## src/rtl/pwr_wake_pkg.sv

```systemverilog
package pwr_wake_pkg;
  typedef enum logic [2:0] {
    PM_RUN   = 3'd0,
    PM_SLEEP = 3'd1,
    PM_IDLE0 = 3'd2,
    PM_IDLE1 = 3'd3,
    PM_WCLK  = 3'd4,
    PM_WRUN  = 3'd5
  } pm_state_e;

  typedef enum logic [2:0] {
    WR_NONE = 3'd0,
    WR_EXT  = 3'd1,
    WR_WDT  = 3'd2,
    WR_IRQ  = 3'd3,
    WR_PORT = 3'd4
  } wake_rsn_e;

  typedef struct packed {
    logic ext;
    logic wdt;
    logic irq;
    logic port;
  } wake_src_t;
endpackage

```

## src/rtl/pwr_port_fall.sv

```systemverilog
module pwr_port_fall #(
  parameter int unsigned NUM_PINS  = 4,
  parameter int unsigned SYNC_LEN  = 2
) (
  input  logic                clk_i,
  input  logic                rst_ni,
  input  logic [NUM_PINS-1:0] pin_i,
  input  logic [NUM_PINS-1:0] en_i,
  output logic                fall_o
);
  localparam int unsigned LAST = SYNC_LEN - 1;

  logic [NUM_PINS-1:0] fall_pin;

  for (genvar p = 0; p < NUM_PINS; p++) begin : g_pin
    logic [SYNC_LEN-1:0] sync_q;
    logic                prev_q;

    // reset to idle-high so no edge is seen right after reset
    always_ff @(posedge clk_i or negedge rst_ni) begin
      if (!rst_ni) begin
        sync_q <= '1;
        prev_q <= 1'b1;
      end else begin
        sync_q <= {sync_q[SYNC_LEN-2:0], pin_i[p]};
        prev_q <= sync_q[LAST];
      end
    end

    assign fall_pin[p] = prev_q & ~sync_q[LAST] & en_i[p];
  end

  assign fall_o = |fall_pin;
endmodule

```

## src/rtl/pwr_wake_arb.sv

```systemverilog
module pwr_wake_arb
  import pwr_wake_pkg::*;
(
  input  wake_src_t src_i,
  output logic      valid_o,
  output wake_rsn_e rsn_o
);
  always_comb begin
    valid_o = 1'b1;
    if (src_i.ext)       rsn_o = WR_EXT;
    else if (src_i.wdt)  rsn_o = WR_WDT;
    else if (src_i.irq)  rsn_o = WR_IRQ;
    else if (src_i.port) rsn_o = WR_PORT;
    else begin
      rsn_o   = WR_NONE;
      valid_o = 1'b0;
    end
  end
endmodule

```

## src/rtl/pwr_stat_flags.sv

```systemverilog
module pwr_stat_flags (
  input  logic clk_i,
  input  logic rst_ni,
  input  logic halt_acc_i,
  input  logic clr_wdt_i,
  input  logic wdt_wake_i,
  output logic pdf_o,
  output logic to_o
);
  always_ff @(posedge clk_i or negedge rst_ni) begin
    if (!rst_ni) begin
      pdf_o <= 1'b0;
      to_o  <= 1'b0;
    end else begin
      if (halt_acc_i) begin
        pdf_o <= 1'b1;
        to_o  <= 1'b0;
      end else begin
        if (clr_wdt_i)  pdf_o <= 1'b0;
        if (wdt_wake_i) to_o  <= 1'b1;
      end
    end
  end
endmodule

```

## src/rtl/pwr_mode_fsm.sv

```systemverilog
module pwr_mode_fsm
  import pwr_wake_pkg::*;
(
  input  logic      clk_i,
  input  logic      rst_ni,
  input  logic      halt_i,
  input  logic      idle_en_i,
  input  logic      osc_keep_i,
  input  logic      wake_vld_i,
  input  wake_rsn_e wake_rsn_i,
  output pm_state_e state_o,
  output logic      in_lp_o,
  output logic      halt_acc_o,
  output logic      wake_take_o,
  output logic      from_idle1_o,
  output wake_rsn_e rsn_o
);
  pm_state_e state_d;

  assign in_lp_o     = (state_o == PM_SLEEP) || (state_o == PM_IDLE0) ||
                       (state_o == PM_IDLE1);
  assign halt_acc_o  = (state_o == PM_RUN) && halt_i;
  assign wake_take_o = in_lp_o && wake_vld_i;

  always_comb begin
    state_d = state_o;
    unique case (state_o)
      PM_RUN: if (halt_i) begin
        if (!idle_en_i)      state_d = PM_SLEEP;
        else if (osc_keep_i) state_d = PM_IDLE1;
        else                 state_d = PM_IDLE0;
      end
      PM_SLEEP, PM_IDLE0, PM_IDLE1: if (wake_vld_i) state_d = PM_WCLK;
      PM_WCLK:  state_d = PM_WRUN;
      PM_WRUN:  state_d = PM_RUN;
      default:  state_d = PM_RUN;
    endcase
  end

  always_ff @(posedge clk_i or negedge rst_ni) begin
    if (!rst_ni) begin
      state_o      <= PM_RUN;
      rsn_o        <= WR_NONE;
      from_idle1_o <= 1'b0;
    end else begin
      state_o <= state_d;
      if (halt_acc_o)       rsn_o <= WR_NONE;
      else if (wake_take_o) rsn_o <= wake_rsn_i;
      if (wake_take_o)      from_idle1_o <= (state_o == PM_IDLE1);
    end
  end
endmodule

```

## src/rtl/pwr_wake_ctrl.sv

```systemverilog
module pwr_wake_ctrl
  import pwr_wake_pkg::*;
#(
  parameter int unsigned NUM_PINS = 4,
  parameter int unsigned SYNC_LEN = 2
) (
  input  logic                clk_i,
  input  logic                rst_ni,
  input  logic                halt_i,
  input  logic                idle_en_i,
  input  logic                osc_keep_i,
  input  logic                wdt_en_i,
  input  logic                clr_wdt_i,
  input  logic                ext_rst_i,
  input  logic                wdt_ovf_i,
  input  logic                irq_i,
  input  logic [NUM_PINS-1:0] porta_i,
  input  logic [NUM_PINS-1:0] porta_wake_en_i,
  output logic                sys_clk_en_o,
  output logic                tb_clk_en_o,
  output logic                sub_clk_en_o,
  output logic                wdt_clr_o,
  output logic                core_run_o,
  output logic                full_rst_o,
  output logic                pc_sp_rst_o,
  output logic                pdf_o,
  output logic                to_o,
  output logic [2:0]          wake_rsn_o,
  output logic [2:0]          mode_o
);
  logic      port_fall;
  wake_src_t src;
  logic      wake_vld;
  wake_rsn_e arb_rsn;
  pm_state_e state;
  logic      in_lp, halt_acc, wake_take, from_idle1;
  wake_rsn_e rsn;
  logic      wdt_clr_q;

  pwr_port_fall #(.NUM_PINS(NUM_PINS), .SYNC_LEN(SYNC_LEN)) u_fall (
    .clk_i  (clk_i),
    .rst_ni (rst_ni),
    .pin_i  (porta_i),
    .en_i   (porta_wake_en_i),
    .fall_o (port_fall)
  );

  assign src = '{ext: ext_rst_i, wdt: wdt_ovf_i, irq: irq_i, port: port_fall};

  pwr_wake_arb u_arb (
    .src_i   (src),
    .valid_o (wake_vld),
    .rsn_o   (arb_rsn)
  );

  pwr_mode_fsm u_fsm (
    .clk_i        (clk_i),
    .rst_ni       (rst_ni),
    .halt_i       (halt_i),
    .idle_en_i    (idle_en_i),
    .osc_keep_i   (osc_keep_i),
    .wake_vld_i   (wake_vld),
    .wake_rsn_i   (arb_rsn),
    .state_o      (state),
    .in_lp_o      (in_lp),
    .halt_acc_o   (halt_acc),
    .wake_take_o  (wake_take),
    .from_idle1_o (from_idle1),
    .rsn_o        (rsn)
  );

  pwr_stat_flags u_flags (
    .clk_i      (clk_i),
    .rst_ni     (rst_ni),
    .halt_acc_i (halt_acc),
    .clr_wdt_i  (clr_wdt_i),
    .wdt_wake_i (wake_take && (arb_rsn == WR_WDT)),
    .pdf_o      (pdf_o),
    .to_o       (to_o)
  );

  always_ff @(posedge clk_i or negedge rst_ni) begin
    if (!rst_ni) wdt_clr_q <= 1'b0;
    else         wdt_clr_q <= halt_acc;
  end

  assign sys_clk_en_o = (state == PM_RUN) || (state == PM_IDLE1) ||
                        (state == PM_WRUN) || ((state == PM_WCLK) && from_idle1);
  assign tb_clk_en_o  = (state != PM_SLEEP);
  assign sub_clk_en_o = (state != PM_SLEEP) || wdt_en_i;
  assign core_run_o   = (state == PM_RUN);
  assign full_rst_o   = (state == PM_WRUN) && (rsn == WR_EXT);
  assign pc_sp_rst_o  = (state == PM_WRUN) && (rsn == WR_WDT);
  assign wdt_clr_o    = wdt_clr_q;
  assign wake_rsn_o   = rsn;
  assign mode_o       = state;
endmodule

```

## config.mk

```make
export PLATFORM = sky130hd
export DESIGN_NAME = pwr_wake_ctrl
export DESIGN_NICKNAME = d
export VERILOG_FILES = /design/src/rtl/pwr_wake_pkg.sv /design/src/rtl/pwr_port_fall.sv /design/src/rtl/pwr_wake_arb.sv /design/src/rtl/pwr_stat_flags.sv /design/src/rtl/pwr_mode_fsm.sv /design/src/rtl/pwr_wake_ctrl.sv
export SDC_FILE = /design/constraint.sdc
export NUM_CORES = 1
export LEC_CHECK = 0
export BUFFER_PORTS_ARGS = -buffer_cell sky130_fd_sc_hd__buf_2
export CORE_MARGIN = 2
export CORE_UTILIZATION = 48
export CTS_BUF_LIST = sky130_fd_sc_hd__clkbuf_4
export CTS_CLUSTER_SIZE = 24
export DETAILED_ROUTE_END_ITERATION = 10
export GPL_TIMING_DRIVEN = 1
export HOLD_SLACK_MARGIN = 0.03
export PLACE_DENSITY = 0.82
export SYNTH_ARGS = -nofsm -noshare
export SYNTH_HDL_FRONTEND = slang
export SYNTH_HIERARCHICAL = 1
export SYNTH_SLANG_ARGS = --single-unit
```

## constraint.sdc

```tcl
create_clock -name clk_i -period 1.8 [get_ports clk_i]
set_clock_uncertainty 0.1 [all_clocks]
set_input_delay 0.18 -clock clk_i [delete_from_list [all_inputs] [get_ports clk_i]]
set_output_delay 0.18 -clock clk_i [all_outputs]
set_load 0.005 [all_outputs]
```

Word level (Yosys, flattened, before mapping)

Index checks and enable logic that the tools add are counted.

Equal/unequal tests: 11
Multiplexer cells: 19
Bitwise logic cells: 12
Reductions and logical operators: 19

Operators with widths:

| kind                                           | number |
|---|---|
| 2-to-1 mux 3 bit                               | 9 |
| == test 3 x 2 -> 1 bit (second input constant) | 4 |
| 2-to-1 mux 1 bit                               | 9 |
| one-hot mux 3 bit (3 select lines)             | 1 |
| AND 1 bit                                      | 8 |
| == test 3 x 1 -> 1 bit (second input constant) | 2 |
| == test 3 bit (second input constant)          | 2 |
| logical AND 1 bit                              | 6 |
| logical OR 1 bit                               | 6 |
| nonzero test 2 bit                             | 3 |
| inverter 1 bit                                 | 4 |
| OR reduction 4 bit                             | 1 |
| logical NOT 3 bit                              | 1 |
| != test 3 x 1 -> 1 bit (second input constant) | 1 |
| OR reduction 3 bit                             | 1 |
| != test 2 x 1 -> 1 bit (second input constant) | 1 |
| != test 2 bit (second input constant)          | 1 |
| AND reduction 2 bit                            | 1 |

Flip-flop bits (word level): 22
Input port bits: 18
Word-level logic and storage cells: 75

Depth between registers and ports, before layout

Gate-level depths: netlist (run 1).

Depth in word-level cells: 12
Mapped depth: 10

By module

Netlist (run 1), hierarchy kept.

Modules (own cells, without submodules):

| module         | times used | cells an instance | area each (µm²) | sequential area each (µm²) |
|---|---|---|---|---|
| pwr_mode_fsm   | 1          | 34                | 349.1           | 175.2 |
| pwr_port_fall  | 1          | 19                | 349.1           | 315.3 |
| pwr_wake_ctrl  | 1          | 12                | 105.1           | 25.0 |
| pwr_stat_flags | 1          | 6                 | 68.8            | 50.0 |
| pwr_wake_arb   | 1          | 7                 | 42.5            | 0.0 |

Least setup slack after synthesis (run 1)

No wires, ideal clock.

Kind: register to register
Start: register u_fall.g_pin[0].prev_q
End: register u_flags.to_o
Library setup time: 0.071 ns
Arrival: 1.502 ns
Required time: 1.629 ns
Slack: 0.127 ns
Cell stages (with the launch flop): 11
Buffers on the path: 0
Clock period less this slack: 1.673 ns
Cell sequence: dfstp_2 > nand2_1 > o22ai_1 > or2_1 > nor2_1 > nand2_1 > o21ai_2 > nor2_1 > nor4bb_1 > nor2_1 > nor2_1

Longest elaborated chain between the ends: 10

Ends and longest elaborated chain:

| item                                | RTL line             | RTL |
|---|---|---|
| start, declared                     | pwr_port_fall.sv:17  | `logic prev_q;` |
| start signal, assigned              | pwr_port_fall.sv:26  | `prev_q <= sync_q[LAST];` |
| AND 1 bit (2 in a row)              | pwr_port_fall.sv:30  | `assign fall_pin[p] = prev_q & ~sync_q[LAST] & en_i[p];` |
| OR reduction 4 bit                  | pwr_port_fall.sv:33  | `assign fall_o = \|fall_pin;` |
| via port_fall                       | pwr_wake_ctrl.sv:31  | `logic port_fall;` |
| 2-to-1 mux 1 bit                    | pwr_wake_arb.sv:13   | `else if (src_i.port) rsn_o = WR_PORT;` |
| 2-to-1 mux 1 bit                    | pwr_wake_arb.sv:12   | `else if (src_i.irq) rsn_o = WR_IRQ;` |
| 2-to-1 mux 1 bit                    | pwr_wake_arb.sv:11   | `else if (src_i.wdt) rsn_o = WR_WDT;` |
| 2-to-1 mux 1 bit                    | pwr_wake_arb.sv:10   | `if (src_i.ext) rsn_o = WR_EXT;` |
| via wake_vld                        | pwr_wake_ctrl.sv:33  | `logic wake_vld;` |
| logical AND 1 bit                   | pwr_mode_fsm.sv:23   | `assign wake_take_o = in_lp_o && wake_vld_i;` |
| via wake_take                       | pwr_wake_ctrl.sv:36  | `logic in_lp, halt_acc, wake_take, from_idle1;` |
| logical AND 1 bit                   | pwr_wake_ctrl.sv:77  | `.wdt_wake_i (wake_take && (arb_rsn == WR_WDT)),` |
| nonzero test 2 bit (no source line) | -                    |  |
| end signal, assigned                | pwr_stat_flags.sv:13 | `to_o <= 1'b0;` |
| end signal, assigned                | pwr_stat_flags.sv:17 | `to_o <= 1'b0;` |
| end signal, assigned                | pwr_stat_flags.sv:20 | `if (wdt_wake_i) to_o <= 1'b1;` |
| end, declared                       | pwr_stat_flags.sv:8  | `output logic to_o` |

The timed path passes the listed nets, and every way through them passes these cells.
A chain may end at the register's enable or synchronous reset.

Final worst setup path (run 1)

Start: register u_fall.g_pin[3].sync_q[1]
End: register u_flags.to_o

Longest elaborated chain between the ends: 11

Ends and longest elaborated chain:

| item                                | RTL line            | RTL |
|---|---|---|
| start, declared                     | pwr_port_fall.sv:16 | `logic [SYNC_LEN-1:0] sync_q;` |
| start signal, assigned              | pwr_port_fall.sv:25 | `sync_q <= {sync_q[SYNC_LEN-2:0], pin_i[p]};` |
| inverter 1 bit                      | pwr_port_fall.sv:30 |  |
| AND 1 bit (2 in a row)              | pwr_port_fall.sv:30 |  |
| OR reduction 4 bit                  | pwr_port_fall.sv:33 |  |
| via port_fall                       | pwr_wake_ctrl.sv:31 |  |
| 2-to-1 mux 1 bit                    | pwr_wake_arb.sv:13  |  |
| 2-to-1 mux 1 bit                    | pwr_wake_arb.sv:12  |  |
| 2-to-1 mux 1 bit                    | pwr_wake_arb.sv:11  |  |
| 2-to-1 mux 1 bit                    | pwr_wake_arb.sv:10  |  |
| via wake_vld                        | pwr_wake_ctrl.sv:33 |  |
| logical AND 1 bit                   | pwr_mode_fsm.sv:23  |  |
| via wake_take                       | pwr_wake_ctrl.sv:36 |  |
| logical AND 1 bit                   | pwr_wake_ctrl.sv:77 |  |
| nonzero test 2 bit (no source line) | -                   |  |

The timed path passes the listed nets, and every way through them passes these cells.

==> impl_results.md, run 1 <==
- Status: completed
- Hold path startpoint: idle_en_i
- Crit Path Class: reg -> reg
- Synth Warn #: 6
- Share of layout cells above drive strength 1: a little under three fifths
- # setup viols final: 0
- GRT Overall Usage: 18.58%
- Setup_tns: 0 ps
- Drt first pass iters: 4
- Gpl congestion: 0.7717
- Die area: 2262 µm²
- Initial antenna violation count: 0
- Hpwl dp: 1288 µm
- Antenna Violating Nets Remaining: 0
- Worst EP required: 1910 ps
- Worst Hold Depth: 3
- Syn Inst Count: 77
- Drt drc: 0
- Initial Util: about half
- Setup slack after layout: 53.47 ps
- Vias: 735
- Vias in the first global route: 678
- Detailed Route Iter0 Violations: 16
- Die height: 47.56 µm
- Number of I/O port buffers: 32
- H-tree level count: 1
- Dpl cell area: approximately 1100 µm²
- Leakage: 0.0005910 µW
- Pre-CTS setup slack: -79.64 ps
- Reg2Reg Setup Slack: between 50 and 60 ps
- Clock-pin slew on the worst setup and hold paths: 120 ps
- Clock Tree Buf Depth: 2
- Fill count: 151
- Pwr dens: 1310 nW/µm²
- Core area: 1764 µm²
- Boundary Pins: 33
- DIE WIDTH: 47.56 µm
- Final Hold Viols: 0
- Clk_lat worst skew: 310 ps
- Clock root buffer: clkbuf_4
- CTS tree: built
- Total grt overflow: 0
- Drt wl/cell: 13.25 µm
- Final period utilization: 97.03%
- Endpoint, Worst Hold: u_fsm/state_o[1]
- Post-layout min period: between 1500 and 2000 ps
- CP max FO: 5
- Hold Slack: roughly 60 ps
- Fmax: 0.5726 GHz
- Sink Count: 22
- RSZ-0062 raised after global routing: true
- Worst Setup End Kind: register
- Max-cap violations: 0
- Critical Path Start Type: register
- Routed WL: about 1900 µm
- Synth Cell Area: approximately 900 µm²
- CTS Buf Count: 3
- Layout area overhead: 37.91%
- Fin nets: 138
- Largest net degree at the start of global routing: 23
- Critical Path AT: 1860 ps
- First-pass GRT wire length: approximately 2900 µm
- Worst Hold Class: in -> reg
- Vias/cell: 5.104
- Syn_nets: 95
- R2R depth: 9
- RR Endpoint: u_flags/to_o
- # diodes: 0
- Slew Limit Headroom: 69.09%
- Num rows: 15
- Max VDD drop: 0.8989 mV
- Syn_area_per_cell: roughly 12 µm²
- R2R Path Start: u_fall/g_pin[3].sync_q[1]
- Post-route cell area: 1256 µm²
- Max-slew violation count: 0
- Slew of the pin with the lowest slew margin: approximately 460 ps
## cell usage in the layout (no fill, tap or decap), types with 3 or more instances in the layout
cell type and n:
buf_2 32, dfstp_2 12, dfrtp_1 7, dlygate4sd3_1 6, nor2_1 6, inv_1 5, nand2_1 5, o21ai_0 4
clkbuf_4 3, nand3_1 3, a21oi_2 3, dfrtp_2 3
## worst max path at each step
stage	start	to	slack [ps]	cells after the start
after detailed placement	u_fall/g_pin[0].prev_q	u_flags/to_o	-80	10
final	u_fall/g_pin[3].sync_q[1]	u_flags/to_o	50	9
after floorplan	u_fall/g_pin[0].prev_q	u_flags/to_o	130	10
after CTS	u_fall/g_pin[0].prev_q	u_flags/to_o	5	10
after global routing	u_fall/g_pin[0].prev_q	u_flags/to_o	-70	10
after global placement	u_fall/g_pin[0].prev_q	u_flags/to_o	40	10
## report_power, final
group	switching [µW]	internal, µW
logic	246	283
registers	142	602
clock network	147	225
total	535	1110
## layout make-up
cell class	instances	area [µm²]	share of cell area (%)
inverter	5	18.77	1.494
timing repair buffer	39	227.7	18.13
sequential	22	569.3	45.32
clock inverter	1	30.03	2.390
multi-input combinational	49	356.6	28.39
clock buffer	3	22.52	1.793
tap	25	31.28	2.490
## worst max-delay path, stage by stage, from the launching register on
cell      delay, ps
dfstp_2         550
o22ai_1          80
or2_1           240
nor2_1          110
nand2_2          90
o21ai_4         100
nor2_4           70
nor4bb_4        150
nor2_1          110
nor2_1           50
## flip-flops by register name (all words and copies together), names as in the netlist
signal,cells
u_fall/g_pin.sync_q,8
u_flags/to_o,1
u_flags/pdf_o,1
u_fsm/state_o,3
u_fsm/rsn_o,3
u_fall/g_pin.prev_q,4
wdt_clr_o,1
u_fsm/from_idle1_o,1
## per-stage QoR
step	utilization [%]	power, µW	cells
after global placement	62.48	1181	134
after floorplan	-	1008	77
after global routing	71.21	1734	144
final	71.21	1645	144
after detailed placement	62.48	1206	134
after CTS	69.86	1608	144
## per-layer routing
layer,wire (µm),part of all wire [%],GRT usage (%),vias to the layer above
met5,0,0,0,-
met2,950,50,33.51,29
met1,833,44,22.96,351
met3,101,5.3,2.264,2
met4,22,1.2,6.486,0
li1,-,-,-,353
## timing repair
item                       in CTS  in global routing
cloned                          0                  0
hold endpoints to repair       15                  0
pin swaps                       1                  2
setup endpoints to repair       1                  8
gates resized for setup         3                  7
hold buffers                    6                  0
buffers inserted                0                  0
No activity file was read; power rests on OpenSTA's default activity.
==> run 2: changes to the inputs <==
--- a/config.mk
+++ b/config.mk
@@ -7,13 +7,13 @@
 export LEC_CHECK = 0
 export BUFFER_PORTS_ARGS = -buffer_cell sky130_fd_sc_hd__buf_2
 export CORE_MARGIN = 2
-export CORE_UTILIZATION = 48
+export CORE_UTILIZATION = 50
 export CTS_BUF_LIST = sky130_fd_sc_hd__clkbuf_4
 export CTS_CLUSTER_SIZE = 24
 export DETAILED_ROUTE_END_ITERATION = 10
 export GPL_TIMING_DRIVEN = 1
 export HOLD_SLACK_MARGIN = 0.03
-export PLACE_DENSITY = 0.82
+export PLACE_DENSITY = 0.84
 export SYNTH_ARGS = -nofsm -noshare
 export SYNTH_HDL_FRONTEND = slang
 export SYNTH_HIERARCHICAL = 1
==> run 2 against run 1 <==
Net effect:
- register-to-register slack got worse by 40 ps
- maximum frequency decreased by 2.4%
- non-clock buffer count increased by 1
- die area decreased by 3.7%
- final area decreased by 1.4%
- sequential share of layout area increased by 0.44 points
- global-route usage about the same
- routed wire length decreased by 3.1%
- via count increased by 0.82%
- combinational power decreased by 3%
- core utilization increased by 0.53 points
- first-iteration DRC count unchanged
- critical path type unchanged
- largest cell class unchanged
- highest routed layer unchanged
==> impl_results.md, run 2 (synthesized netlist as in run 1, its figures left out) <==
- Status: completed
- Most common cell after layout, fill and taps aside: buf_2
- Post-route cell area: 1239 µm² (-1.4%)
- Fmax: 0.5590 GHz (-2.4%)
- Initial Util: 52.75% (+1.1 points)
- Layout area overhead: 35.99%
- Drt wl/cell: 12.74 µm (-3.8%)
- Post-layout min period: 1789 ps (+42.28 ps)
- Max reg flops: 8 (unchanged)
- Worst EP required: 1890 ps (-20 ps)
- Final Hold Viols: 0 (unchanged)
- GRT Overall Usage: 18.59% (about the same)
- Crit Path Class: reg -> reg
- Critical Path Start Type: register
- Total grt overflow: 0 (unchanged)
- Clock root buffer: clkbuf_4
- Drt first pass iters: 4 (unchanged)
- CTS tree: built
- # setup viols final: 0 (unchanged)
- Sink Count: 22 (unchanged)
- Hpwl dp: 1294 µm (+0.47%)
- Final period utilization: 99.38% (+2.3 points)
- Overall Power: 1603 µW (-2.6%)
- Commonest cells after routing, fill and taps aside: buf_2, dfstp_2, dfrtp_1
- Drt drc: 0 (unchanged)
- Hold Slack: 67.61 ps (+7.201 ps)
- Max VDD drop: 0.9567 mV (+6.4%)
- DIE WIDTH: 46.68 µm (-1.9%)
- Worst Setup End Kind: register
- Boundary Pins: 33 (unchanged)
- Max-cap violations: 0 (unchanged)
- Largest net degree at the start of global routing: 23 (unchanged)
- Gpl congestion: 0.7983 (+3.4%)
- Initial antenna violation count: 0 (unchanged)
- Reg with most FFs: u_fall/g_pin.sync_q
- Core area: 1727 µm² (-2.1%)
- Fin nets: 139 (+0.72%)
- Slew Limit Headroom: 69.90% (+0.81 points)
- First-pass GRT wire length: 2739 µm (-5.9%)
- Clk_lat worst skew: 300 ps (about the same)
- Clock-pin slew on the worst setup and hold paths: 120 ps (about the same)
- Max-slew violation count: 0 (unchanged)
- Die area: 2179 µm² (-3.7%)
- Dpl cell area: 1102 µm² (unchanged)
- Share of layout cells above drive strength 1: 53.33% (-2.1 points)
- Antenna Violating Nets Remaining: 0 (unchanged)
- Detailed Route Iter0 Violations: 16 (unchanged)
- H-tree level count: 1 (unchanged)
- Critical Path AT: 1880 ps (+20 ps)
- Die height: 46.68 µm (-1.9%)
- Slew of the pin with the lowest slew margin: 451.6 ps (-10.87 ps)
- Routed WL: 1848 µm (-3.1%)
- Worst Hold Class: in -> reg
- Pwr dens: 1294 nW/µm² (-1.2%)
- CTS Buf Count: 3 (unchanged)
- Clock Tree Buf Depth: 2 (unchanged)
- Largest regs: u_fall/g_pin.sync_q (8), u_fall/g_pin.prev_q (4)
- Vias in the first global route: 630 (-7.1%)
- Number of I/O port buffers: 32 (unchanged)
- RSZ-0062 raised after global routing: true
- Num rows: 15 (unchanged)
- Vias: 741 (+0.82%)
- Vias/cell: 5.110 (+0.12%)
- CP max FO: 4 (-1)
- Leakage: 0.0005927 µW (+0.28%)
- # diodes: 0 (unchanged)
run 2: per-stage QoR:
step                TNS [ps]  cells  utilization [%]  worst slack [ps]
finish                     0    145            71.74             11.18
global route          -403.9    145            71.74            -106.9
global placement           0    134            63.84             53.00
detailed placement    -36.86    134            63.84            -36.86
floorplan                  0     77                -             126.9
CTS                   -6.809    144            70.72            -6.809
run 2: power by group:
part           switching (µW)  internal [µW]  leakage [µW]
logic                     238            274      0.000309
clock network             145            225     0.0000279
registers                 122            599      0.000256
total                     504           1100      0.000593
run 2: what timing repair did:
action,in CTS,in global routing
pin swaps,1,3
hold buffers,6,0
endpoints found under the setup margin,1,6
buffers inserted,0,1
resized for setup,1,3
cloned,0,0
hold endpoints to repair,26,0
run 2: layer usage:
metal | track usage [%] | vias up | share of wire, %
met3 | 2.353 | 4 | 4.7
met4 | 10.00 | 0 | 1.1
met1 | 23.79 | 353 | 46
met5 | 0 | - | 0
li1 | - | 355 | -
met2 | 30.56 | 29 | 48
run 2: worst paths after layout:
kind | cells past startpoint | slack (ps) | startpoint | to
min reg2reg | 0 | 270 | u_fall/g_pin[0].sync_q[0] | u_fall/g_pin[0].sync_q[1]
max in group asynchronous | 2 | 1010 | rst_ni | u_fall/g_pin[1].sync_q[0]
min in group asynchronous | 2 | 240 | rst_ni | u_fsm/rsn_o[0]
max | 9 | 10 | u_fall/g_pin[0].prev_q | u_fsm/rsn_o[2]
max reg2reg | 9 | 10 | u_fall/g_pin[0].prev_q | u_fsm/rsn_o[2]
min | 3 | 70 | idle_en_i | u_fsm/state_o[1]
run 2: critical path: stages (launching register included):
cell     delay (ps)
dfstp_2         540
nand2_1          50
o22ai_1         130
or2_1           130
nor2_1           40
nand2_1         100
o21ai_2         100
buf_4           160
o21ai_0         250
a21oi_2          90
run 2: area by class of cell:
class	instances	area, µm²
inverter	5	18.77
tap	25	31.28
sequential	22	566.8
multi-input combinational	49	334.1
timing repair buffer	40	235.2
clock buffer	3	22.52
fill	139	488.0
clock inverter	1	30.03
==> run 3: changes to the inputs <==
--- a/config.mk
+++ b/config.mk
@@ -7,7 +7,7 @@
 export LEC_CHECK = 0
 export BUFFER_PORTS_ARGS = -buffer_cell sky130_fd_sc_hd__buf_2
 export CORE_MARGIN = 2
-export CORE_UTILIZATION = 50
+export CORE_UTILIZATION = 49
 export CTS_BUF_LIST = sky130_fd_sc_hd__clkbuf_4
 export CTS_CLUSTER_SIZE = 24
 export DETAILED_ROUTE_END_ITERATION = 10
@@ -16,5 +16,4 @@
 export PLACE_DENSITY = 0.84
 export SYNTH_ARGS = -nofsm -noshare
 export SYNTH_HDL_FRONTEND = slang
-export SYNTH_HIERARCHICAL = 1
 export SYNTH_SLANG_ARGS = --single-unit
==> constraint.sdc (replaced) <==
create_clock -name clk_i -period 1.8 [get_ports clk_i]
set_clock_uncertainty 0.1 [all_clocks]
set_input_delay 0.27 -clock clk_i [delete_from_list [all_inputs] [get_ports clk_i]]
set_output_delay 0.27 -clock clk_i [all_outputs]
set_load 0.005 [all_outputs]
==> run 3 against run 2 <==
Net effect:
- setup slack better by 62 ps
- non-clock buffer count is 1 lower
- clock-buffer cell count stayed put
- via count is 7.2% lower
- maximum frequency is 3.6% higher
- final area is 8.2% lower
- routed wire length is 4.9% lower
- global-route usage is 0.75 points higher
- sequential cell count stayed put
- register-to-register slack better by 270 ps
- cell count is 11% lower
- worst hold slack worse by 10 ps
- critical endpoint is now sub_clk_en_o
- largest cell class unchanged
==> impl_results.md, run 3 <==
- Synth Area in Compound Gates: 15.40%
- Pwr dens: 1431 nW/µm² (+11%)
- Drt first pass iters: 2 (-2)
- Synth Area in XOR/XNOR: 0%
- EDFF count, synth: 0
- Crit Path Class: reg -> out
- Routed WL: 1758 µm (-4.9%)
- Post-synth ARST share: 100.0%
- Syn_nets: 89 (-6.3%)
- Critical Path Max Stage Delay: 510 ps (-30 ps)
- Critical Path AT: 1360 ps (-520 ps)
- Synth cell types: 23
- Drt drc: 0 (unchanged)
- Status: completed
- Antenna Violating Nets Remaining: 0 (unchanged)
- Post-synth top area share: 37.67%
- Largest net degree at the start of global routing: 23 (unchanged)
- Largest regs: u_fall.g_pin.sync_q (8), u_fall.g_pin.prev_q (4)
- Syn Inst Count: 71 (-7.8%)
- Post-Synth Adder-Cell Area: 0%
- Leakage: 0.0005595 µW (-5.6%)
- Clk_lat worst skew: 300 ps (about the same)
- Vias/cell: 5.333 (+4.4%)
- Gpl congestion: 0.7916 (-0.84%)
- Number of I/O port buffers: 32 (unchanged)
- Synth Warn #: 0 (-6)
- Initial antenna violation count: 0 (unchanged)
- Die height: 45.33 µm (-2.9%)
- Hpwl dp: 1213 µm (-6.3%)
- Dominant cell by count in the synthesized netlist: dfstp_2
- Die area: 2055 µm² (-5.7%)
- # setup viols final: 0 (unchanged)
- Sink Count: 22 (unchanged)
- Max-slew violation count: 0 (unchanged)
- Slew of the pin with the lowest slew margin: 464.5 ps (+12.94 ps)
- Drt wl/cell: 13.63 µm (+6.9%)
- Worst-path cell chain: nand3_2 -> or2_2 -> buf_2
- Hold Slack: 57.51 ps (-10.10 ps)
- Vias in the first global route: 676 (+7.3%)
- Most common cell after layout, fill and taps aside: buf_2
- Final period utilization: 95.91% (-3.5 points)
- Reg with most FFs: u_fall.g_pin.sync_q
- Seq cells post-synth: 22
- Post-synthesis mux area share: 0%
- Share of layout cells above drive strength 1: 51.33% (-2.0 points)
- Fill count: 109 (-22%)
- Core area: 1559 µm² (-9.7%)
- Clock root buffer: clkbuf_4
- Max-cap violations: 0 (unchanged)
- Detailed Route Iter0 Violations: 2 (-14)
- Pre-CTS setup slack: 250.1 ps (+287.0 ps)
- Largest family of logic cells by synthesized area: compound AO/OA/AOI/OAI gates
- Final Hold Viols: 0 (unchanged)
- Area leader, netlist: dfstp_2
- H-tree level count: 1 (unchanged)
- Post-layout min period: 1726 ps (-62.50 ps)
- Setup slack after layout: 73.68 ps (+62.50 ps)
- Syn_area_per_cell: 11.79 µm² (-0.34%)
- Commonest cells after routing, fill and taps aside: buf_2, dfstp_2, nand2_1
- Max reg flops: 8 (unchanged)
- Synth top area cells: dfstp_2, dfrtp_1, nand2_1
- Worst path slowest cell: dfrtp_1
- First-pass GRT wire length: 2822 µm (+3.0%)
- Clock-pin slew on the worst setup and hold paths: 120 ps (about the same)
- Clock Tree Buf Depth: 2 (unchanged)
- Worst EP required: 1430 ps (-460 ps)
- CTS tree: built
- Critical Path Start Type: register
- Initial Util: 53.69% (+0.94 points)
- Vias: 688 (-7.2%)
- Synth Cell Area: 837.1 µm² (-8.1%)
- Slew Limit Headroom: 69.03% (-0.86 points)
- Worst Hold Class: in -> reg
- Fmax: 0.5793 GHz (+3.6%)
- Fin nets: 132 (-5.0%)
- Family with the most delay on the worst path: flip-flops
- Commonest cells post-synth: dfstp_2, nand2_1, dfrtp_1
- Worst Setup End Kind: output port
- Post-synthesis sequential area ratio: between 60% and 70%
- Boundary Pins: 33 (unchanged)
- GRT Overall Usage: 19.34% (+0.75 points)
- Setup_tns: 0 ps (unchanged)
- Post-Synth Simple-Gate Area: 12.86%
- DIE WIDTH: 45.33 µm (-2.9%)
- CP max FO: 8 (+4)
- Layout area overhead: 35.87% (about the same)
- Top FF cell, synth: dfstp_2
- Max VDD drop: 1.077 mV (+13%)
- Num rows: 14 (-1)
- Total grt overflow: 0 (unchanged)
- CTS Buf Count: 3 (unchanged)
- # diodes: 0 (unchanged)
- WP buf/inv: 1 (unchanged)
[run 3: area by class of cell]
cell class	instances	area, µm²	area share [%]
timing repair buffer	39	225.2	19.80
inverter	8	30.03	2.640
multi-input combinational	40	241.5	21.23
clock buffer	3	22.52	1.980
clock inverter	1	30.03	2.640
sequential	22	568.0	49.95
tap	16	20.02	1.760
[run 3: cells by family (layout without fill, tap and decap cells)]
logic type             after synthesis  in the layout
and+or+nand+nor                     22             22
buffers and inverters                9             51
DFF                                 22             22
AOI/OAI and AO/OA                   18             18
[run 3: worst paths after layout]
kind	startpoint	end	slack [ps]	cells after the start
max reg2reg	u_fsm.state_o[1]	u_flags.to_o	280	4
min in group asynchronous	rst_ni	u_fsm.rsn_o[1]	350	2
max	u_fsm.state_o[0]	sub_clk_en_o	70	3
max in group asynchronous	rst_ni	u_fall.g_pin[1].prev_q	900	2
min	clr_wdt_i	u_flags.pdf_o	60	2
min reg2reg	u_fall.g_pin[0].sync_q[0]	u_fall.g_pin[0].sync_q[1]	260	0
[run 3: per-layer routing]
metal	GRT usage (%)	wire (µm)	up-vias
li1	-	-	333
met1	22.69	766	333
met2	34.57	907	20
met3	4.000	69	2
met4	7.059	15	0
met5	0	0	-
[run 3: repair_timing]
item                       in CTS  in global routing
resized for setup               1                  4
setup endpoints to repair       1                  3
buffers inserted                1                  1
hold buffers                    5                  0
hold endpoints to repair       14                  0
[run 3: power breakdown]
part | leakage (µW) | internal [µW] | switching [µW]
clock | 0.0000279 | 225 | 145
combinational | 0.000279 | 267 | 285
sequential | 0.000252 | 617 | 89.2
total | 0.000559 | 1110 | 519
[run 3: worst reg2reg max path, cell delays in order, from the launching register on]
cell and delay (ps):
dfrtp_2 460, buf_4 150, nor3_1 210, nand2_1 200, a22o_2 300
[run 3: stage by stage]
step           power [µW]  area [µm²]  util (%)  std cells
2_1_floorplan       991.2       837.1         -         71
3_3_place_gp         1194        1012     64.93        118
3_5_place_dp         1210        1012     64.93        118
4_1_cts              1609        1124     72.07        128
5_1_grt              1728        1137     72.95        129
6_report             1628        1137     72.95        129
